$ cat src/rtl/dg_pkg.sv
package dg_pkg;
  localparam int TOP_W  = 12;
  localparam int SIZE_W = 8;
  localparam int MB_SH  = 20;

  localparam int TOP_LSB  = 20;
  localparam int SIZE_LSB = 4;
  localparam int EN_BIT   = 2;
  localparam int STS_BIT  = 1;
  localparam int LOCK_BIT = 0;

  typedef struct packed {
    logic [TOP_W-1:0]  top_mb;
    logic [SIZE_W-1:0] size_mb;
    logic              en;
    logic              sts;
    logic              lock;
  } dg_cfg_t;

  function automatic logic [31:0] dg_pack(input dg_cfg_t c);
    logic [31:0] w;
    w = '0;
    w[TOP_LSB +: TOP_W]    = c.top_mb;
    w[SIZE_LSB +: SIZE_W]  = c.size_mb;
    w[EN_BIT]              = c.en;
    w[STS_BIT]             = c.sts;
    w[LOCK_BIT]            = c.lock;
    return w;
  endfunction
endpackage

$ cat src/rtl/dg_sts_pipe.sv
module dg_sts_pipe #(
  parameter int ACK_DLY = 4
) (
  input  logic clk,
  input  logic rst_n,
  input  logic en,
  output logic sts
);
  generate
    if (ACK_DLY <= 1) begin : g_one
      always_ff @(posedge clk or negedge rst_n) begin
        if (!rst_n) sts <= 1'b0;
        else        sts <= en;
      end
    end else begin : g_shift
      logic [ACK_DLY-1:0] stage;
      always_ff @(posedge clk or negedge rst_n) begin
        if (!rst_n) stage <= '0;
        else        stage <= {stage[ACK_DLY-2:0], en};
      end
      assign sts = stage[ACK_DLY-1];
    end
  endgenerate
endmodule

$ cat src/rtl/dg_cfg_reg.sv
module dg_cfg_reg
  import dg_pkg::*;
(
  input  logic        clk,
  input  logic        rst_n,
  input  logic        cfg_we,
  input  logic [31:0] cfg_wdata,
  input  logic        sts,
  output dg_cfg_t     cfg,
  output logic        cfg_err
);
  logic [TOP_W-1:0]  top_q;
  logic [SIZE_W-1:0] size_q;
  logic              en_q;
  logic              lock_q;
  logic              wr_ok;
  logic              en_flip;
  logic              unsettled;
  logic              viol;

  assign wr_ok     = cfg_we && !lock_q;
  assign en_flip   = cfg_wdata[EN_BIT] != en_q;
  assign unsettled = en_q != sts;
  assign viol      = wr_ok && en_flip && unsettled;

  always_ff @(posedge clk or negedge rst_n) begin
    if (!rst_n) begin
      top_q   <= '0;
      size_q  <= '0;
      en_q    <= 1'b0;
      lock_q  <= 1'b0;
      cfg_err <= 1'b0;
    end else begin
      cfg_err <= viol;
      if (wr_ok) begin
        top_q  <= cfg_wdata[TOP_LSB +: TOP_W];
        size_q <= cfg_wdata[SIZE_LSB +: SIZE_W];
        lock_q <= cfg_wdata[LOCK_BIT];
        if (!viol) en_q <= cfg_wdata[EN_BIT];
      end
    end
  end

  always_comb begin
    cfg.top_mb  = top_q;
    cfg.size_mb = size_q;
    cfg.en      = en_q;
    cfg.sts     = sts;
    cfg.lock    = lock_q;
  end
endmodule

$ cat src/rtl/dg_window.sv
module dg_window
  import dg_pkg::*;
#(
  parameter int ADDR_W = 36
) (
  input  logic [TOP_W-1:0]  top_mb,
  input  logic [SIZE_W-1:0] size_mb,
  input  logic              active,
  input  logic [ADDR_W-1:0] addr,
  output logic              hit
);
  localparam int AMB_W = ADDR_W - MB_SH;

  logic [AMB_W-1:0] addr_mb;
  logic [TOP_W-1:0] lo_mb;
  logic [AMB_W-1:0] lo_ext;
  logic [AMB_W-1:0] top_ext;
  logic             size_gt;

  assign addr_mb = addr[ADDR_W-1:MB_SH];
  assign size_gt = TOP_W'(size_mb) > top_mb;
  assign lo_mb   = size_gt ? '0 : top_mb - TOP_W'(size_mb);
  assign lo_ext  = AMB_W'(lo_mb);
  assign top_ext = AMB_W'(top_mb);

  assign hit = active && (size_mb != '0) &&
               (addr_mb >= lo_ext) && (addr_mb < top_ext);
endmodule

$ cat src/rtl/dg_verdict.sv
module dg_verdict #(
  parameter int N_EXT = 4
) (
  input  logic             clk,
  input  logic             rst_n,
  input  logic             req_valid,
  output logic             req_ready,
  input  logic             range_hit,
  input  logic [N_EXT-1:0] ext_deny,
  output logic             res_valid,
  input  logic             res_ready,
  output logic             res_allow,
  output logic             res_range_hit
);
  logic take;
  logic any_deny;

  assign req_ready = !res_valid || res_ready;
  assign take      = req_valid && req_ready;
  assign any_deny  = range_hit || (|ext_deny);

  always_ff @(posedge clk or negedge rst_n) begin
    if (!rst_n) begin
      res_valid     <= 1'b0;
      res_allow     <= 1'b0;
      res_range_hit <= 1'b0;
    end else if (take) begin
      res_valid     <= 1'b1;
      res_allow     <= !any_deny;
      res_range_hit <= range_hit;
    end else if (res_ready) begin
      res_valid     <= 1'b0;
    end
  end
endmodule

$ cat src/rtl/dma_guard.sv
module dma_guard
  import dg_pkg::*;
#(
  parameter int ADDR_W  = 36,
  parameter int N_EXT   = 4,
  parameter int ACK_DLY = 4
) (
  input  logic              clk,
  input  logic              rst_n,
  input  logic              cfg_we,
  input  logic [31:0]       cfg_wdata,
  output logic [31:0]       cfg_rdata,
  output logic              cfg_err,
  input  logic              req_valid,
  output logic              req_ready,
  input  logic [ADDR_W-1:0] req_addr,
  input  logic [N_EXT-1:0]  req_ext_deny,
  output logic              res_valid,
  input  logic              res_ready,
  output logic              res_allow,
  output logic              res_range_hit
);
  dg_cfg_t cfg;
  logic    sts;
  logic    hit;

  dg_cfg_reg u_cfg (
    .clk       (clk),
    .rst_n     (rst_n),
    .cfg_we    (cfg_we),
    .cfg_wdata (cfg_wdata),
    .sts       (sts),
    .cfg       (cfg),
    .cfg_err   (cfg_err)
  );

  dg_sts_pipe #(.ACK_DLY(ACK_DLY)) u_sts (
    .clk   (clk),
    .rst_n (rst_n),
    .en    (cfg.en),
    .sts   (sts)
  );

  dg_window #(.ADDR_W(ADDR_W)) u_win (
    .top_mb  (cfg.top_mb),
    .size_mb (cfg.size_mb),
    .active  (cfg.sts),
    .addr    (req_addr),
    .hit     (hit)
  );

  dg_verdict #(.N_EXT(N_EXT)) u_vrd (
    .clk           (clk),
    .rst_n         (rst_n),
    .req_valid     (req_valid),
    .req_ready     (req_ready),
    .range_hit     (hit),
    .ext_deny      (req_ext_deny),
    .res_valid     (res_valid),
    .res_ready     (res_ready),
    .res_allow     (res_allow),
    .res_range_hit (res_range_hit)
  );

  assign cfg_rdata = dg_pack(cfg);
endmodule

$ cat config.mk
export PLATFORM = sky130hd
export DESIGN_NAME = dma_guard
export DESIGN_NICKNAME = d
export VERILOG_FILES = /design/src/rtl/dg_pkg.sv /design/src/rtl/dg_sts_pipe.sv /design/src/rtl/dg_cfg_reg.sv /design/src/rtl/dg_window.sv /design/src/rtl/dg_verdict.sv /design/src/rtl/dma_guard.sv
export SDC_FILE = /design/constraint.sdc
export NUM_CORES = 1
export LEC_CHECK = 0
export CORE_UTILIZATION = 55
export CTS_CLUSTER_DIAMETER = 50
export CTS_CLUSTER_SIZE = 10
export DETAILED_ROUTE_END_ITERATION = 8
export DONT_BUFFER_PORTS = 1
export PLACE_DENSITY_LB_ADDON = 0.2
export SETUP_SLACK_MARGIN = 0.1
export SYNTH_ARGS = -nofsm -noshare
export SYNTH_HDL_FRONTEND = slang
export SYNTH_HIERARCHICAL = 1
export SYNTH_SLANG_ARGS = --single-unit
$ cat constraint.sdc
create_clock -name clk -period 3.9 [get_ports clk]
set_clock_uncertainty 0.05 [all_clocks]
set_input_delay 0.39 -clock clk [delete_from_list [all_inputs] [get_ports clk]]
set_output_delay 0.39 -clock clk [all_outputs]
set_load 0.01 [all_outputs]
==> flow_summary.html <==
<table>
<tr><th>Metric</th><th>Value</th></tr>
<tr><th colspan="2">Clocking</th></tr>
<tr><td>H-tree level count</td><td>2</td></tr>
<tr><td>Number of buffers created by CTS</td><td>5</td></tr>
<tr><td>Clk sinks</td><td>30</td></tr>
<tr><td>Cell at the root of the clock tree</td><td>clkbuf_8</td></tr>
<tr><td>Number of buffers on the longest clock path</td><td>2</td></tr>
<tr><td>Clock transition time at the flip-flop clock pins of the worst setup and hold paths</td><td>~0.060 ns</td></tr>
<tr><td>Clock latency reported for the late side of the worst-skew pair</td><td>roughly 0.27 ns</td></tr>
<tr><td>Clock tree from TritonCTS</td><td>yes</td></tr>
<tr><th colspan="2">STA</th></tr>
<tr><td>Worst relative slew slack</td><td>61.3%</td></tr>
<tr><td>RSZ-0062 raised after global routing</td><td>no</td></tr>
<tr><td>Final max-slew violation count</td><td>0</td></tr>
<tr><td>Tightest Pin Transition</td><td>around 0.58 ns</td></tr>
<tr><td>Highest attainable clock frequency</td><td>roughly 280 MHz</td></tr>
<tr><td>Count of final hold-check violations</td><td>0</td></tr>
<tr><td>Final sum of negative setup slack</td><td>0 ns</td></tr>
<tr><td>Final cycle utilization of the critical path</td><td>93.1%</td></tr>
<tr><td>Final setup violation count</td><td>0</td></tr>
<tr><td>Min Clock Period, post-route</td><td>about 3.6 ns</td></tr>
<tr><th colspan="2">Final layout</th></tr>
<tr><td>Number of filler cells placed in the layout</td><td>348</td></tr>
<tr><td>Synth-to-layout area growth</td><td>8.20%</td></tr>
<tr><td>Top library cells by usage in the layout, fill and taps aside</td><td>31 x ha_1, 30 x dfrtp_1, 24 x inv_1</td></tr>
<tr><td>Area used by sequential logic in the layout</td><td>roughly 750 µm²</td></tr>
<tr><td>Area of all placed cells without fillers</td><td>approximately 2500 µm²</td></tr>
<tr><td>Nets</td><td>approximately 360</td></tr>
<tr><td>Antenna cells</td><td>0</td></tr>
<tr><td>Core utilization of the finished layout</td><td>roughly 63%</td></tr>
<tr><td>Fraction of layout instances using a drive strength above 1</td><td>21.5%</td></tr>
<tr><td>Most common library cell in the layout ignoring fill and taps</td><td>ha_1</td></tr>
<tr><td>Combined area of the multi-input logic cells</td><td>1430 µm²</td></tr>
<tr><th colspan="2">Yosys</th></tr>
<tr><td>Fraction of the yosys area taken by sequential cells</td><td>32.2%</td></tr>
<tr><td>Number of enable-type register cells in the synthesized netlist</td><td>0</td></tr>
<tr><td>Synth cell types</td><td>just under 50</td></tr>
<tr><td>Netlist area before placement</td><td>roughly 2300 µm²</td></tr>
<tr><td>Warnings, synthesis</td><td>6</td></tr>
<tr><td>Mapped Avg Cell Area</td><td>about 9.9 µm²</td></tr>
<tr><td>Register bit total from synthesis</td><td>30</td></tr>
<tr><td>Dominant register cell in the synthesized netlist</td><td>dfrtp_1</td></tr>
<tr><td>Gate count after technology mapping</td><td>approximately 240</td></tr>
<tr><td>Proportion of register bits with asynchronous set or reset after synthesis</td><td>100%</td></tr>
<tr><th colspan="2">Power and ir drop</th></tr>
<tr><td>Power after layout</td><td>about 1.4 mW</td></tr>
<tr><td>VDD IR-drop max</td><td>0.348 mV</td></tr>
<tr><td>Cell leakage power</td><td>roughly 1.2 nW</td></tr>
<tr><td>Total power density per cell area</td><td>between 500 and 600 nW/µm²</td></tr>
<tr><th colspan="2">Critical path</th></tr>
<tr><td>FF-to-FF setup slack</td><td>0.27 ns</td></tr>
<tr><td>CP max FO</td><td>4</td></tr>
<tr><td>Logic depth of the worst register-to-register path</td><td>14</td></tr>
<tr><td>RR Endpoint</td><td>u_vrd/res_allow</td></tr>
<tr><td>Crit path cell chain</td><td>ha_1 -&gt; fa_1 -&gt; nand2b_1 -&gt; a211oi_2 -&gt; nor3_2 -&gt; or3_1 -&gt; ha_1 -&gt; nand2_1 -&gt; nor4_1 -&gt; o21ai_1 -&gt; a211oi_2 -&gt; buf_4 -&gt; nor3_2 -&gt; mux2_1</td></tr>
<tr><td>CP required</td><td>4.01 ns</td></tr>
<tr><td>Worst Setup End Kind</td><td>flop</td></tr>
<tr><td>Cell with the largest stage delay on the worst path</td><td>dfrtp_1</td></tr>
<tr><td>Crit path largest cell delay</td><td>just under 0.4 ns</td></tr>
<tr><td>Setup crit start kind</td><td>flop</td></tr>
<tr><td>Classification of the worst setup path</td><td>reg -&gt; reg</td></tr>
<tr><td>Arrival @ worst endpoint</td><td>~3.7 ns</td></tr>
<tr><td>R2R Path Start</td><td>u_cfg/size_q[0]</td></tr>
<tr><th colspan="2">Placed design</th></tr>
<tr><td>PortBufs</td><td>0</td></tr>
<tr><td>Final weighted congestion of routability-driven global placement</td><td>0.792</td></tr>
<tr><td>Post-place instance area</td><td>around 2400 µm²</td></tr>
<tr><td>HPWL after detailed placement</td><td>3930 µm</td></tr>
<tr><th colspan="2">GRT</th></tr>
<tr><td>First-pass GRT wire length</td><td>roughly 7600 µm</td></tr>
<tr><td>Via count of the first global-routing pass</td><td>approximately 1,700</td></tr>
<tr><td>Antenna violations before repair</td><td>0</td></tr>
<tr><td>Gr usage total</td><td>a little under a quarter</td></tr>
<tr><td>Total overflow reported by the global router</td><td>0</td></tr>
<tr><td>Pin count of the biggest net entering global routing</td><td>31</td></tr>
<tr><th colspan="2">Outcome</th></tr>
<tr><td>Outcome</td><td>complete, no violations</td></tr>
<tr><th colspan="2">Routing</th></tr>
<tr><td>Iter 0 DRT Violations</td><td>44</td></tr>
<tr><td>Routed wirelength normalized by instance count</td><td>roughly 16 µm</td></tr>
<tr><td>Count of unresolved DRC violations after routing</td><td>0</td></tr>
<tr><td>Wire length after detailed routing</td><td>4840 µm</td></tr>
<tr><td>Via-to-Cell Ratio</td><td>slightly below 6</td></tr>
<tr><td>Number of routed nets with antenna violations</td><td>0</td></tr>
<tr><td>Drt first pass iters</td><td>4</td></tr>
<tr><td>Vias</td><td>approximately 1,800</td></tr>
<tr><th colspan="2">Die</th></tr>
<tr><td>Die outline area</td><td>4510 µm²</td></tr>
<tr><td>Height of the die</td><td>between 60 and 70 µm</td></tr>
<tr><td>Number of top-level pins</td><td>114</td></tr>
<tr><td>Die width</td><td>between 60 and 70 µm</td></tr>
<tr><td>Initial standard-cell utilization of the core</td><td>57.9%</td></tr>
<tr><td># rows</td><td>23</td></tr>
<tr><td>Std-Cell Core Area</td><td>~4000 µm²</td></tr>
<tr><th colspan="2">Hold path</th></tr>
<tr><td>Worst Hold Path Cells</td><td>1</td></tr>
<tr><td>Destination of the worst hold path</td><td>u_vrd/res_valid</td></tr>
<tr><td>Worst hold start</td><td>req_valid</td></tr>
<tr><td>Class of the most critical hold timing path</td><td>in -&gt; reg</td></tr>
<tr><th colspan="2">Job</th></tr>
<tr><td>Max_cap viols</td><td>0</td></tr>
</table>
-- synth_stat cells, types with 3 or more instances --
master | instances | area share [%]
nand4_1 | 3 | 0.80
nand2b_1 | 7 | 1.9
mux2i_1 | 3 | 1.3
or3_1 | 3 | 0.80
a211oi_1 | 6 | 1.9
dfrtp_1 | 30 | 32
ha_1 | 31 | 17
a21oi_1 | 10 | 2.1
nand3_1 | 5 | 1.1
nand2_1 | 13 | 2.1
inv_1 | 24 | 3.9
nor4_1 | 5 | 1.3
nor2_1 | 13 | 2.1
o21ai_0 | 10 | 2.1
buf_4 | 12 | 3.9
mux2_2 | 20 | 9.7
-- layout make-up --
type	instances	share of cell area (%)
Tap cell	50	2.48
Inverter	24	3.57
Clock buffer	6	3.27
Multi-Input combinational cell	174	56.5
Timing Repair Buffer	13	4.46
Sequential cell	30	29.7
-- timing repair --
item / CTS / global route
endpoints found under the setup margin: 0 / 1
gates resized for setup: 0 / 5
hold buffers: 2 / 0
setup buffers: 0 / 0
hold endpoints to repair: 30 / 0
-- where the power goes --
| part | switching [mW] | internal [mW] | leakage [nW] |
|---|---|---|---|
| Combinational | 0.382 | 0.327 | 0.773 |
| Sequential | 0.0742 | 0.360 | 0.369 |
| Clock | 0.100 | 0.136 | 0.0431 |
| Total | 0.557 | 0.823 | 1.19 |
-- worst max-delay path, delay by kind of cell, from the launching register on --
family          cells  cell delay [ns]
buf+inv             1             0.15
mux                 1             0.27
flops               1             0.39
compound gates      3             0.66
fa+ha+maj           3             0.90
simple gates        6             1.07
-- flip-flops by register name, indices dropped and copies added (netlist names) --
name / flops
u_sts/g_shift.stage: 4
u_cfg/size_q: 8
u_vrd/res_valid: 1
u_vrd/res_range_hit: 1
u_cfg/cfg_err: 1
u_cfg/lock_q: 1
u_cfg/top_q: 12
u_vrd/res_allow: 1
u_cfg/en_q: 1
-- layer usage --
| layer | routed length [µm] | share of wire (%) | track usage [%] |
|---|---|---|---|
| met1 | 2130 | 44 | 31.1 |
| met4 | 65 | 1.3 | 7.98 |
| met2 | 2250 | 47 | 36.4 |
| met5 | 0 | 0 | 0 |
| met3 | 387 | 8.0 | 5.74 |
-- through the flow --
| stage | worst slack [ns] | hold slack (ns) | cells |
|---|---|---|---|
| 2_1_floorplan | 0.396 | 0.0444 | 243 |
| 3_3_place_gp | 0.299 | 0.0454 | 289 |
| 3_5_place_dp | 0.239 | 0.0454 | 289 |
| 4_1_cts | 0.221 | 0.180 | 297 |
| 5_1_grt | 0.0687 | 0.182 | 297 |
| 6_report | 0.268 | 0.187 | 297 |
-- worst max-delay path by stage --
stage / to / slack, ns / start / depth (start not counted)
floorplan: u_vrd/res_allow / 0.40 / u_cfg/top_q[0] / 16
global placement: u_vrd/res_allow / 0.30 / u_cfg/size_q[0] / 15
detailed placement: u_vrd/res_allow / 0.24 / u_cfg/top_q[1] / 14
CTS: u_vrd/res_allow / 0.22 / u_cfg/top_q[1] / 14
global route: u_vrd/res_allow / 0.07 / u_cfg/top_q[0] / 15
finish: u_vrd/res_allow / 0.27 / u_cfg/size_q[0] / 14
-- kinds of logic (layout without fill, tap and decap cells) --
logic type / count (synthesis) / in the layout / share of synthesized area, %
XOR/XNOR: 3 / 3 / 1.13
adder cells (fa/ha/maj): 32 / 32 / 17.5
flip-flops: 30 / 30 / 32.2
other: 1 / 9 / 0.161
AND/OR/NAND/NOR: 62 / 62 / 15.1
multiplexers: 25 / 25 / 11.9
AO/OA/AOI/OAI: 43 / 43 / 13.2
buffers and inverters: 39 / 43 / 8.85
No activity file was read; power rests on OpenSTA's default activity.
